### src/rtl/cyc64_pkg.sv
package cyc64_pkg;

  // decoded register strobes, one bit per access kind
  typedef struct packed {
    logic rd_ctl;
    logic rd_lo;
    logic rd_hi;
    logic wr_ctl;
    logic wr_lo;
    logic wr_hi;
  } aux_sel_t;

endpackage

### src/rtl/cyc64_decode.sv
module cyc64_decode
  import cyc64_pkg::*;
#(
  parameter int              ADDR_W   = 12,
  parameter logic [ADDR_W-1:0] CTL_ADDR = 'h103,
  parameter logic [ADDR_W-1:0] LO_ADDR  = 'h104,
  parameter logic [ADDR_W-1:0] HI_ADDR  = 'h105
) (
  input  logic              aux_rd,
  input  logic              aux_wr,
  input  logic [ADDR_W-1:0] aux_addr,
  output aux_sel_t          sel
);

  logic hit_ctl, hit_lo, hit_hi;

  always_comb begin
    hit_ctl    = (aux_addr == CTL_ADDR);
    hit_lo     = (aux_addr == LO_ADDR);
    hit_hi     = (aux_addr == HI_ADDR);
    sel.rd_ctl = aux_rd & hit_ctl;
    sel.rd_lo  = aux_rd & hit_lo;
    sel.rd_hi  = aux_rd & hit_hi;
    sel.wr_ctl = aux_wr & hit_ctl;
    sel.wr_lo  = aux_wr & hit_lo;
    sel.wr_hi  = aux_wr & hit_hi;
  end

endmodule

### src/rtl/cyc64_count.sv
module cyc64_count #(
  parameter int HALF_W = 32
) (
  input  logic              clk,
  input  logic              rst_n,
  input  logic              run,
  input  logic              ld_lo,
  input  logic              ld_hi,
  input  logic [HALF_W-1:0] ld_val,
  output logic [HALF_W-1:0] lo_q,
  output logic [HALF_W-1:0] hi_q,
  output logic              carry_o
);

  logic [HALF_W-1:0] lo_d, hi_d;
  logic              lo_full;
  logic              hi_step;

  always_comb begin
    lo_full = &lo_q;
    // upper half steps only on a wrap that no load overrides
    hi_step = run & lo_full & ~ld_lo;
    carry_o = hi_step & ~ld_hi;

    if (ld_lo)    lo_d = ld_val;
    else if (run) lo_d = lo_q + 1'b1;
    else          lo_d = lo_q;

    if (ld_hi)        hi_d = ld_val;
    else if (hi_step) hi_d = hi_q + 1'b1;
    else              hi_d = hi_q;
  end

  always_ff @(posedge clk or negedge rst_n) begin
    if (!rst_n) begin
      lo_q <= '0;
      hi_q <= '0;
    end else begin
      if (ld_lo | run)   lo_q <= lo_d;
      if (ld_hi | hi_step) hi_q <= hi_d;
    end
  end

endmodule

### src/rtl/cyc64_track.sv
module cyc64_track (
  input  logic clk,
  input  logic rst_n,
  input  logic open_i,   // lower-half read
  input  logic close_i,  // upper-half read
  input  logic carry_i,  // upper half incremented at this edge
  input  logic evt_i,    // interrupt or exception taken
  output logic armed_o,
  output logic fail_o,
  output logic ok_o
);

  logic armed_d, fail_d, ok_d;
  logic spoil;

  always_comb begin
    spoil   = carry_i | evt_i;
    armed_d = armed_o;
    fail_d  = fail_o;
    ok_d    = ok_o;
    if (open_i) begin
      armed_d = 1'b1;
      fail_d  = spoil;
      ok_d    = 1'b0;
    end else if (close_i) begin
      armed_d = 1'b0;
      fail_d  = 1'b0;
      ok_d    = armed_o & ~fail_o;
    end else if (armed_o) begin
      fail_d  = fail_o | spoil;
    end
  end

  always_ff @(posedge clk or negedge rst_n) begin
    if (!rst_n) begin
      armed_o <= 1'b0;
      fail_o  <= 1'b0;
      ok_o    <= 1'b0;
    end else begin
      armed_o <= armed_d;
      fail_o  <= fail_d;
      ok_o    <= ok_d;
    end
  end

endmodule

### src/rtl/cyc64_counter.sv
module cyc64_counter
  import cyc64_pkg::*;
#(
  parameter int                ADDR_W   = 12,
  parameter int                HALF_W   = 32,
  parameter logic [ADDR_W-1:0] CTL_ADDR = 'h103,
  parameter logic [ADDR_W-1:0] LO_ADDR  = 'h104,
  parameter logic [ADDR_W-1:0] HI_ADDR  = 'h105
) (
  input  logic              clk,
  input  logic              rst_n,
  input  logic              aux_rd,
  input  logic              aux_wr,
  input  logic [ADDR_W-1:0] aux_addr,
  input  logic [HALF_W-1:0] aux_wdata,
  output logic [HALF_W-1:0] aux_rdata,
  input  logic              evt_taken
);

  localparam int PAD_W = HALF_W - 2;

  aux_sel_t          sel;
  logic              en_q, en_d;
  logic [HALF_W-1:0] cnt_lo, cnt_hi;
  logic              carry;
  logic              trk_armed, trk_fail, stat_ok;

  cyc64_decode #(
    .ADDR_W  (ADDR_W),
    .CTL_ADDR(CTL_ADDR),
    .LO_ADDR (LO_ADDR),
    .HI_ADDR (HI_ADDR)
  ) u_dec (
    .aux_rd  (aux_rd),
    .aux_wr  (aux_wr),
    .aux_addr(aux_addr),
    .sel     (sel)
  );

  cyc64_count #(.HALF_W(HALF_W)) u_cnt (
    .clk    (clk),
    .rst_n  (rst_n),
    .run    (en_q),
    .ld_lo  (sel.wr_lo),
    .ld_hi  (sel.wr_hi),
    .ld_val (aux_wdata),
    .lo_q   (cnt_lo),
    .hi_q   (cnt_hi),
    .carry_o(carry)
  );

  cyc64_track u_trk (
    .clk    (clk),
    .rst_n  (rst_n),
    .open_i (sel.rd_lo),
    .close_i(sel.rd_hi),
    .carry_i(carry),
    .evt_i  (evt_taken),
    .armed_o(trk_armed),
    .fail_o (trk_fail),
    .ok_o   (stat_ok)
  );

  always_comb begin
    en_d = sel.wr_ctl ? aux_wdata[0] : en_q;
  end

  always_ff @(posedge clk or negedge rst_n) begin
    if (!rst_n) en_q <= 1'b0;
    else if (sel.wr_ctl) en_q <= en_d;
  end

  always_comb begin
    aux_rdata = '0;
    if (sel.rd_ctl)     aux_rdata = {stat_ok, {PAD_W{1'b0}}, en_q};
    else if (sel.rd_lo) aux_rdata = cnt_lo;
    else if (sel.rd_hi) aux_rdata = cnt_hi;
  end

endmodule

### config.mk
export PLATFORM = sky130hd
export DESIGN_NAME = cyc64_counter
export DESIGN_NICKNAME = d
export VERILOG_FILES = /design/src/rtl/cyc64_pkg.sv /design/src/rtl/cyc64_decode.sv /design/src/rtl/cyc64_count.sv /design/src/rtl/cyc64_track.sv /design/src/rtl/cyc64_counter.sv
export SDC_FILE = /design/constraint.sdc
export NUM_CORES = 1
export LEC_CHECK = 0
export BUFFER_PORTS_ARGS = -buffer_cell sky130_fd_sc_hd__buf_2
export CAP_MARGIN = 20
export CORE_MARGIN = 10
export CORE_UTILIZATION = 63
export CTS_BUF_LIST = sky130_fd_sc_hd__clkbuf_4
export CTS_CLUSTER_SIZE = 14
export DETAILED_ROUTE_END_ITERATION = 10
export HOLD_SLACK_MARGIN = 0.15
export PLACE_DENSITY = 0.89
export SETUP_SLACK_MARGIN = 0.3
export SYNTH_ARGS = -nofsm -noshare
export SYNTH_HDL_FRONTEND = slang
export SYNTH_SLANG_ARGS = --single-unit
### constraint.sdc
create_clock -name clk -period 3.7 [get_ports clk]
set_input_delay 0.555 -clock clk [delete_from_list [all_inputs] [get_ports clk]]
set_output_delay 0.555 -clock clk [all_outputs]
set_load 0.01 [all_outputs]
# == Word level (Yosys, flattened, before mapping) ==
# Index checks and enable logic that the tools add are counted.
# totals
ff_bits,68
input_bits,49
output_inout_bits,32
wordCells,49
# classes
addsub,2
n_eq_ne,3
muxes,14
n_bitwise,17
reduce_logical,7
# op_table
operator,count
32-bit two-way mux,7
32-bit by 1-bit adder with 32-bit output (second input constant),2
12-bit by 9-bit == test with 1-bit output (second input constant),3
32-bit AND reduction,1
1-bit AND,10
1-bit two-way mux,7
2-bit nonzero test,3
1-bit bitwise OR,4
2-bit AND reduction,2
1-bit NOT,3
3-bit nonzero test,1

# == Longest topological paths before layout ==
# Gate-level depths: netlist of run 1.
# logic_depth
word_depth,10
ltp_mapped,9
ltp_nobuf,7

# == Modules after synthesis ==
# Synthesis of run 1 repeated with hierarchy kept, for this count alone.
# unflattened
cells_unflattened,600
hier_area_um2,4867.2
# modules_own_cells
module,instances,cells_each,area_each_um2,seq_area_each_um2
cyc64_count,1,459,3966.3,1601.5
cyc64_counter,1,114,668.1,25.0
cyc64_track,1,12,131.4,75.1
cyc64_decode,1,15,101.3,0.0

# == Worst setup path after synthesis of run 1 ==
# No wires, ideal clock.
# synth_timing
path_type,input -> output
start,input port aux_addr[9]
end,output port aux_rdata[11]
arrival_time_ns,2.236
t_required_ns,3.145
path_slack_ns,0.909
path_stages,6
n_path_buf,1
cell_sequence,or4b_1 nor3_2 nand3_1 nor2_1 buf_2 a22o_1
# synth_between
elab_chain_cells,5
elab_cells_between_ends,9
classes_between,3 x eq/ne; 3 x mux; 3 x bitwise
# synth_rtl
element,line,rtl
"start, declared",cyc64_counter.sv:14,"input logic [ADDR_W-1:0] aux_addr,"
12-bit by 9-bit == test with 1-bit output,cyc64_decode.sv:20,hit_hi = (aux_addr == HI_ADDR);
1-bit AND,cyc64_decode.sv:23,sel.rd_hi = aux_rd & hit_hi;
32-bit two-way mux,cyc64_counter.sv:77,else if (sel.rd_hi) aux_rdata = cnt_hi;
32-bit two-way mux,cyc64_counter.sv:76,else if (sel.rd_lo) aux_rdata = cnt_lo;
32-bit two-way mux *,cyc64_counter.sv:75,"if (sel.rd_ctl) aux_rdata = {stat_ok, {PAD_W{1'b0}}, en_q};"
"end, declared",cyc64_counter.sv:16,"output logic [HALF_W-1:0] aux_rdata,"
# Every way passes the cells marked *; elsewhere a longest branch is shown, timed or not.

# == Worst setup path after layout of run 1 ==
# layout_timing
start,input port aux_addr[9]
end,output port aux_rdata[31]
# Same word-level chain as after synthesis.

==> results.tsv, run 1 <==
metric	value	unit
status	complete, no violations	
count of cell types in the netlist	48	
FMAX	0.324	GHz
TritonRoute pass-1 iters	5	
Hold Fails Final Rpt	0	
core footprint	6760	um^2
worst setup margin	611	ps
clk root buf	clkbuf_4	
pre-CTS WS	637	ps
kind of critical path	in2out	
Synth Flop Type	dfrtp_1	
total track usage	22.9	%
Worst R2R Path Depth	7	
IO buf count	80	
Peak VDD IR	0.232	mV
clock sinks	68	
initial antenna violation count	0	
clock-pin transition on the worst setup and hold timing paths	110	ps
syn_area_per_cell	9.09	um^2
CTS Hold Bufs	1	
post-route ant nets	0	
Crit path arrival time	2530	ps
Final TNS setup	0	ps
Worst Skew	15.4	ps
Synth Warn #	0	
die area	10700	um^2
Tightest Pin Transition	640	ps
reg2reg start	u_cnt.lo_q[0]	
first-pass GRT wire length	19500	um
Slew Viols, Final	0	
Leak	2.01	nW
maxcap violations	0	
boundary pin count	81	
Mapped Area	4380	um^2
Mapped Cells	482	
Setup crit start	aux_addr[9]	
vias in the first global route	4026	
setup violators final	0	
share of cells above drive strength 1	26.3	%
via count	3946	
htree depth	3	
RSZ-0062 raised after global routing	no	
register area share after synthesis	38.9	%
pin count of the biggest net entering global routing	66	
CP endpoint kind	primary output	
area growth from synthesis to layout	14.5	%
CTS tree	yes	
die width	103	um
Core Rows	30	
Starting Density	64.8	%
Hold Crit Class	in2reg	
Slew HR	57.3	%
CP startpoint kind	input pin	
CTS Buf Count	9	
total grt overflow	0	
WL/cell	17.8	um
R2R Setup Slk	1020	ps
reg2reg end	u_cnt.hi_q[1]	
CP endpoint	aux_rdata[31]	
asr flop ratio synth	100	%
Gates resized, CTS repair	0	
min Tclk post-route	3090	ps
Clk Latency, worst-skew pair	430	ps
post-synthesis register bit count	68	
Final Wtd Congestion	0.868	
most common cell after layout, fill and taps aside	buf_2	
fin crit share	83.5	%
Detailed Route WL	11400	um
1st-iter DRT viols	236	
CP Max Fanout	20	
pwr dens	312	nW/um^2
number of diodes	0	
number of synthesized flops with an enable pin	0	
Post-CTS Setup Inserts	0	
worst path required time	3140	ps
drt drc	0	
Die Span Y	103	um
DR vias/cell	6.17	
DP HPWL	8350	um
Clock Path Buffers	2	
most frequent cells in the layout	80 x buf_2, 68 x dfrtp_1, 61 x nand2_1, 44 x nor2_1, 41 x xnor2_1	
Layout Nets	606	
Syn Nets	533	
[registers in the layout, indices dropped and copies added (netlist names)]
signal / flops
u_trk.armed_o: 1
u_trk.fail_o: 1
u_trk.ok_o: 1
u_cnt.hi_q: 32
en_q: 1
u_cnt.lo_q: 32
[cells by family after synthesis]
group | after synthesis | share of synthesized area, %
XOR/XNOR | 62 | 12.4
adder cells (fa/ha/maj) | 2 | 0.571
AND/OR/NAND/NOR | 212 | 29.2
multiplexers | 4 | 0.971
buffers and inverters | 35 | 3.86
AO/OA/AOI/OAI | 99 | 14.2
flip-flops | 68 | 38.9
[worst max-delay path, stage by stage]
cell and delay, ps:
buf_2 90, or4b_1 610, nor3_2 320, nand3_1 210, nor2_2 160, buf_4 260, a222oi_1 140, inv_1 60
buf_2 120
[power by group]
group / internal (mW) / total [mW] / switching (mW)
Clock: 0.339 / 0.627 / 0.288
Sequential: 0.768 / 0.800 / 0.0320
Combinational: 0.0565 / 0.138 / 0.0817
Total: 1.16 / 1.56 / 0.401
[cell usage after synthesis, types with 4 or more instances]
library cell  number  area [um^2]
buf_2              6         30.0
o21ai_1           17         85.1
nand2_1           61          229
and3_1             8         50.1
xor2_1            21          184
nand3_1           18         90.1
nor3_2            19          190
a22o_1            29          254
clkbuf_1          17         63.8
nor4_2            10          125
inv_1              6         22.5
dfrtp_1           68         1700
nor3_1             4         20.0
a21oi_1           33          165
o21ai_0           16         80.1
nand4_1           18          113
nor2_1            46          173
xnor2_1           41          359
and4_1             6         52.6
[routing by layer]
metal  vias to the layer above  global-route usage (%)  part of all wire (%)
met4                         0                    8.66                   2.1
met1                      1907                    29.4                    43
met3                        23                    4.98                   5.7
met5                         -                       0                     0
met2                       151                    37.0                    49
li1                       1865                       -                     -
[how the worst min path moves through the flow]
stage | start | end | slack (ps) | cells past startpoint
2_1_floorplan | rst_n | en_q | 260 | 0
3_3_place_gp | rst_n | u_cnt.hi_q[9] | 480 | 1
3_5_place_dp | rst_n | u_cnt.hi_q[9] | 490 | 1
4_1_cts | aux_wdata[9] | u_cnt.lo_q[9] | 330 | 3
5_1_grt | aux_wdata[9] | u_cnt.lo_q[9] | 340 | 3
6_report | aux_wdata[1] | u_cnt.lo_q[1] | 340 | 3
[cell type report]
cell class,instances,area (um^2)
Timing Repair Buffer,91,485
Sequential cell,68,1700
Tap cell,80,100
Multi-Input combinational cell,379,2520
Clock buffer,9,67.6
Clock inverter,7,115
Fill cell,510,1740
Inverter,6,22.5
[through the flow]
stage	instances	hold WS (ps)	power, mW	instance area [um^2]	utilization, %
global placement	623	480	0.942	4820	71.4
CTS	640	327	1.57	5010	74.2
global route	640	343	1.62	5010	74.2
floorplan	482	259	0.882	4380	-
detailed placement	623	486	0.949	4820	71.4
finish	640	339	1.56	5010	74.2
Note: power is estimated with default switching activity, not from simulation.
==> run 2, diff against run 1 <==
- CORE_UTILIZATION: 63 -> 58
- PLACE_DENSITY: 0.89 -> 0.83
- clock period: 3.7 -> 3 ns (I/O delays scaled with it)
==> results.tsv, run 2 (synthesized netlist as in run 1, its figures left out) <==
metric	value	unit	change
R2R Setup Slk	420	ps	-600 ps
1st-iter DRT viols	321		+36%
status	complete, no violations		
Crit-path slowest cell	or4b_4		
Slew Viols, Final	0		unchanged
CP delay by family, top	simple AND/OR/NAND/NOR gates		
die area	11400	um^2	+6.9%
fin util	70.1	%	-4.1 points
htree depth	3		unchanged
most frequent CP cell	buf_2		
WL/cell	18.3	um	+2.7%
vias in the first global route	3983		-1.1%
Slew HR	57.8	%	+0.50 points
biggest regs	u_cnt.hi_q (32), u_cnt.lo_q (32)		
TritonRoute pass-1 iters	4		-1
Peak VDD IR	0.219	mV	-5.6%
first-pass GRT wire length	19400	um	-0.77%
total track usage	20.7	%	-2.2 points
RSZ-0062 raised after global routing	yes		
Hold Crit Class	in2reg		
Critical Path Stages	8		-1
crit-path cells	buf_2 -> or4b_4 -> nor3_4 -> nand3_2 -> nor2_4 -> buf_4 -> a22o_1 -> buf_2		
clk root buf	clkbuf_4		
DR vias/cell	6.07		-1.5%
initial antenna violation count	0		unchanged
share of cells above drive strength 1	27.6	%	+1.4 points
Setup crit start	aux_addr[9]		
Worst Skew	17.1	ps	+1.70 ps
fin crit share	89.2	%	
Layout Nets	611		+0.83%
DP HPWL	8680	um	+4.0%
FF+latch area	1700	um^2	unchanged
Final TNS setup	0	ps	unchanged
maxcap violations	0		unchanged
drt drc	0		unchanged
Clock Path Buffers	2		unchanged
boundary pin count	81		unchanged
worst path required time	2550	ps	-590 ps
most common cell after layout, fill and taps aside	buf_2		
CP Max Fanout	9		-55%
Die Span Y	107	um	+3.4%
Crit path arrival time	2220	ps	-310 ps
kind of critical path	in2out		
most frequent cells in the layout	80 x buf_2, 68 x dfrtp_1, 61 x nand2_1, 44 x nor2_1, 41 x xnor2_1		
setup violators final	0		unchanged
number of diodes	0		unchanged
Fill cells	592		+16%
Starting Density	60.1	%	-4.8 points
clock sinks	68		unchanged
total grt overflow	0		unchanged
Detailed Route WL	12200	um	+6.6%
Core Rows	31		+3.3%
Hold Fails Final Rpt	0		unchanged
CP endpoint kind	primary output		
Leak	2.04	nW	+1.7%
IO buf count	80		unchanged
pin count of the biggest net entering global routing	40		-39%
die width	107	um	+3.4%
CTS Buf Count	9		unchanged
Tightest Pin Transition	628	ps	-12.2 ps
Worst R2R Path Depth	6		-1
Buf+Inv Stages, Crit Path	3		-1
min Tclk post-route	2670	ps	
reg2reg end	u_cnt.hi_q[24]		
Clk Latency, worst-skew pair	420	ps	about the same
post-route ant nets	0		unchanged
FMAX	0.374	GHz	
pwr dens	366	nW/um^2	+17%
core footprint	7290	um^2	+7.9%
area growth from synthesis to layout	16.7	%	
CTS tree	yes		
area of the multi-input gates	2560	um^2	+1.5%
CP startpoint kind	input pin		
Final Wtd Congestion	0.865		-0.31%
via count	4033		+2.2%
Tot Pwr	1.87	mW	+19%
CP endpoint	aux_rdata[2]		
CP max stage delay	570	ps	-40 ps
clock-pin transition on the worst setup and hold timing paths	120	ps	about the same
reg2reg start	u_cnt.lo_q[3]		
-- run 2: changes by cell type in the layout (fill, tap and decap cells not counted), sizes merged --
cell / previous run / this run
buf: 90 / 94
bufinv: 3 / 2
clkbuf: 9 / 12
clkinv: 3 / 2
clkinvlp: 1 / 0
or4: 4 / 5
-- run 2: per-layer routing --
layer | wire length, um | global-route usage, %
met1 | 5000 | 25.4
met2 | 5990 | 35.3
met3 | 943 | 4.37
met4 | 221 | 7.25
met5 | 0 | 0
-- run 2: metrics by stage --
stage	instances	setup WS [ps]	area (um^2)	hold WS [ps]
global route	664	252	5110	238
CTS	661	305	5040	237
detailed placement	644	259	4860	493
global placement	644	277	4860	486
floorplan	482	419	4380	154
finish	664	325	5110	250
-- run 2: final cells by class --
type,count,share of cell area (%)
clock buffers,12,1.76
clock inverters,4,1.44
inverters,6,0.441
multi-input cells,380,50.1
flip-flops and latches,68,33.3
well taps,99,2.42
repair buffers,95,10.5
-- run 2: worst reg2reg max path: stages, from the launching register on --
cell     delay (ps)
dfrtp_1         490
and4_1          400
nand2_4         100
or4_2           940
nor3_2          290
xnor2_1         140
a21oi_1         100
-- run 2: worst min-delay path by stage --
stage,start,endpoint,slack [ps],depth (start not counted)
CTS,aux_wdata[4],u_cnt.lo_q[4],240,3
global route,aux_wdata[16],u_cnt.lo_q[16],240,3
finish,aux_wdata[4],u_cnt.lo_q[4],250,3
floorplan,rst_n,en_q,150,0
global placement,u_trk.armed_o,u_trk.armed_o,490,1
detailed placement,u_trk.fail_o,u_trk.fail_o,490,1
-- run 2: report_power, final --
part           internal, mW  switching, mW
Clock                 0.367          0.338
Combinational        0.0703          0.105
Sequential            0.947         0.0411
Total                  1.38          0.484
-- run 2: timing repair --
action,CTS,global route
resized for setup,1,15
pin swaps,0,4
endpoints found under the setup margin,13,34
cloned,0,2
hold endpoints to repair,68,0
hold buffers,1,0
setup buffers,0,1
==> run 3, diff against run 2 <==
- CORE_UTILIZATION: 58 -> 59
- SYNTH_HIERARCHICAL: unset -> 1
==> results.tsv, run 3 <==
metric	value	unit	change
worst path required time	2550	ps	about the same
clock network power share	29.3	%	-8.4 points
total grt overflow	0		unchanged
Hold Crit Class	in2async		
1st-iter DRT viols	498		+55%
pin count of the biggest net entering global routing	69		+73%
pwr dens	364	nW/um^2	-0.45%
most common cell after layout, fill and taps aside	nand2_1		
RSZ-0062 raised after global routing	no		
die width	111	um	+3.7%
worst setup margin	355	ps	+30.3 ps
Hold Fails Final Rpt	0		unchanged
FMAX	0.378	GHz	+1.1%
Worst R2R Path Depth	8		+2
Synth Flop Type	dfrtp_1		
Top Metal Used	met4		
fin util	69.6	%	-0.44 points
Synth Warn #	6		+6
via count	5067		+26%
placed insts	767		+19%
setup violators final	0		unchanged
Final Wtd Congestion	0.893		+3.2%
total track usage	22.5	%	+1.8 points
area growth from synthesis to layout	16.4	%	
Post-Layout Cell Count	786		+18%
htree depth	3		unchanged
most frequent cell after synthesis	nand2_1		
R2R Setup Slk	560	ps	+140 ps
Peak VDD IR	0.238	mV	+8.8%
pre-CTS WS	97.8	ps	-162 ps
register area share after synthesis	35.0	%	-3.9 points
Sw Ratio	33.2	%	+7.3 points
Syn Nets	651		+22%
Yosys top cell area share	35.0	%	-3.9 points
met3 WL post-DR	1090	um	+15%
CP startpoint kind	input pin		
Tightest Pin Transition	831	ps	+203 ps
biggest regs	u_cnt/hi_q (32), u_cnt/lo_q (32)		
clock-pin transition on the worst setup and hold timing paths	110	ps	about the same
CTS tree	yes		
most frequent cells in the layout	112 x nand2_1, 80 x buf_2, 68 x dfrtp_1, 37 x nand3b_1, 36 x a21oi_1		
IO buf count	80		unchanged
kind of critical path	in2out		
Die Span Y	111	um	+3.7%
min Tclk post-route	2640	ps	-30.3 ps
clk root buf	clkbuf_4		
Hold Slack	132	ps	-118 ps
CP Max Fanout	17		+8
Mapped Area	4870	um^2	+11%
clock sinks	68		unchanged
Core Rows	33		+6.5%
CTS Buf Count	9		unchanged
status	complete, no violations		
DR vias/cell	6.45		+6.1%
boundary pin count	81		unchanged
DP HPWL	10300	um	+18%
Worst Skew	13.2	ps	-3.90 ps
metal2 WL	7060	um	+18%
Leak	2.28	nW	+12%
Fill cells	660		+11%
drt drc	0		unchanged
Slew Viols, Final	0		unchanged
syn_area_per_cell	8.11	um^2	-11%
core footprint	8130	um^2	+12%
Clk Latency, worst-skew pair	430	ps	about the same
Starting Density	59.8	%	-0.22 points
Clock Path Buffers	2		unchanged
Commonest cells post-synth	112 x nand2_1, 68 x dfrtp_1, 37 x nand3b_1, 36 x a21oi_1, 33 x o21ai_0		
asr flop ratio synth	100	%	unchanged
sequential share of power	50.6	%	-2.3 points
Detailed Route WL	14700	um	+21%
first-pass GRT wire length	23800	um	+23%
number of diodes	0		unchanged
post-route ant nets	0		unchanged
Mapped Cells	600		+24%
WL/cell	18.7	um	+2.1%
P_int	1.38	mW	-0.45%
fin crit share	88.2	%	-1.0 points
die area	12300	um^2	+7.5%
Final TNS setup	0	ps	unchanged
number of synthesized flops with an enable pin	0		unchanged
TritonRoute pass-1 iters	6		+2
reg2reg end	u_trk/fail_o		
maxcap violations	0		unchanged
share of cells above drive strength 1	21.3	%	-6.3 points
initial antenna violation count	0		unchanged
post-synthesis register bit count	68		unchanged
Comb pwr share	20.1	%	+11 points
Synth area leader	dfrtp_1		
Layout Nets	727		+19%
met1 WL	6180	um	+23%
reg2reg start	u_cnt/lo_q[0]		
count of cell types in the netlist	45		-6.3%
Synth area leaders	dfrtp_1 35%, nand2_1 8.6%, nand3b_1 5.7%		
Crit path arrival time	2190	ps	-30 ps
Slew HR	44.1	%	-14 points
switching pwr	0.684	mW	+41%
CP endpoint kind	primary output		
vias in the first global route	4931		+24%
-- run 3: changes by cell type after synthesis, sizes merged, moves of 17 or more --
cell    delta
o21ai     +19
nand3b    +35
a22o      -29
xnor2     -17
nand2     +49
nor2      -38
-- run 3: cell type report --
cell class / instances / area (um^2) / area share, %
Tap cell: 105 / 131 / 2.32
Timing Repair Buffer: 106 / 669 / 11.8
Clock inverter: 6 / 55.1 / 0.972
Inverter: 7 / 26.3 / 0.464
Multi-Input combinational cell: 484 / 3010 / 53.1
Clock buffer: 10 / 75.1 / 1.33
Sequential cell: 68 / 1700 / 30.0
-- run 3: repair_timing --
item | 4_1_cts | 5_1_grt
hold buffers | 0 | 0
gates resized for setup | 3 | 4
hold endpoints to repair | 0 | 0
pin swaps | 0 | 1
cloned | 0 | 2
setup buffers | 0 | 1
endpoints found under the setup margin | 32 | 23
-- run 3: routing by layer --
layer | up-vias | track usage, %
li1 | 2319 | -
met5 | - | 0
met2 | 249 | 36.8
met3 | 36 | 4.11
met4 | 0 | 9.03
met1 | 2463 | 28.5
-- run 3: kinds of logic (layout without fill, tap and decap cells) --
group,count (synthesis),count (layout),synth area share [%]
fa+ha+maj,2,2,0.514
buf+inv,48,129,4.86
compound gates,102,102,11.4
mux,10,10,2.13
simple gates,324,324,37.8
flops,68,68,35.0
xor+xnor,46,46,8.28
-- run 3: how the worst max path moves through the flow --
stage                start        endpoint  slack [ps]  depth (start not counted)
2_1_floorplan  aux_addr[5]   aux_rdata[10]         290                          7
3_3_place_gp   aux_addr[5]  u_cnt/hi_q[21]         150                          8
3_5_place_dp   aux_addr[5]  u_cnt/hi_q[21]         100                          8
4_1_cts        aux_addr[5]   aux_rdata[31]         330                          7
5_1_grt        aux_addr[5]   aux_rdata[17]         290                          7
6_report       aux_addr[9]   aux_rdata[31]         360                          8
-- run 3: power by group through the flow --
stage	Combinational (mW)	Clock, mW	Sequential (mW)
6_report	0.414	0.604	1.04
5_1_grt	0.448	0.646	1.05
4_1_cts	0.403	0.603	1.04
3_5_place_dp	0.399	0	1.06
3_3_place_gp	0.381	0	1.06
2_1_floorplan	0.237	0	1.04
-- run 3: per-stage QoR --
| stage | cell area, um^2 | power [mW] |
|---|---|---|
| 5_1_grt | 5660 | 2.15 |
| 2_1_floorplan | 4890 | 1.27 |
| 4_1_cts | 5620 | 2.05 |
| 3_5_place_dp | 5470 | 1.46 |
| 3_3_place_gp | 5470 | 1.44 |
| 6_report | 5660 | 2.06 |
-- run 3: critical path, stage by stage --
cell,delay (ps)
buf_2,100
or4b_4,600
nor4_4,230
buf_4,200
clkbuf_16,190
a21oi_1,80
a21oi_1,170
buf_2,170
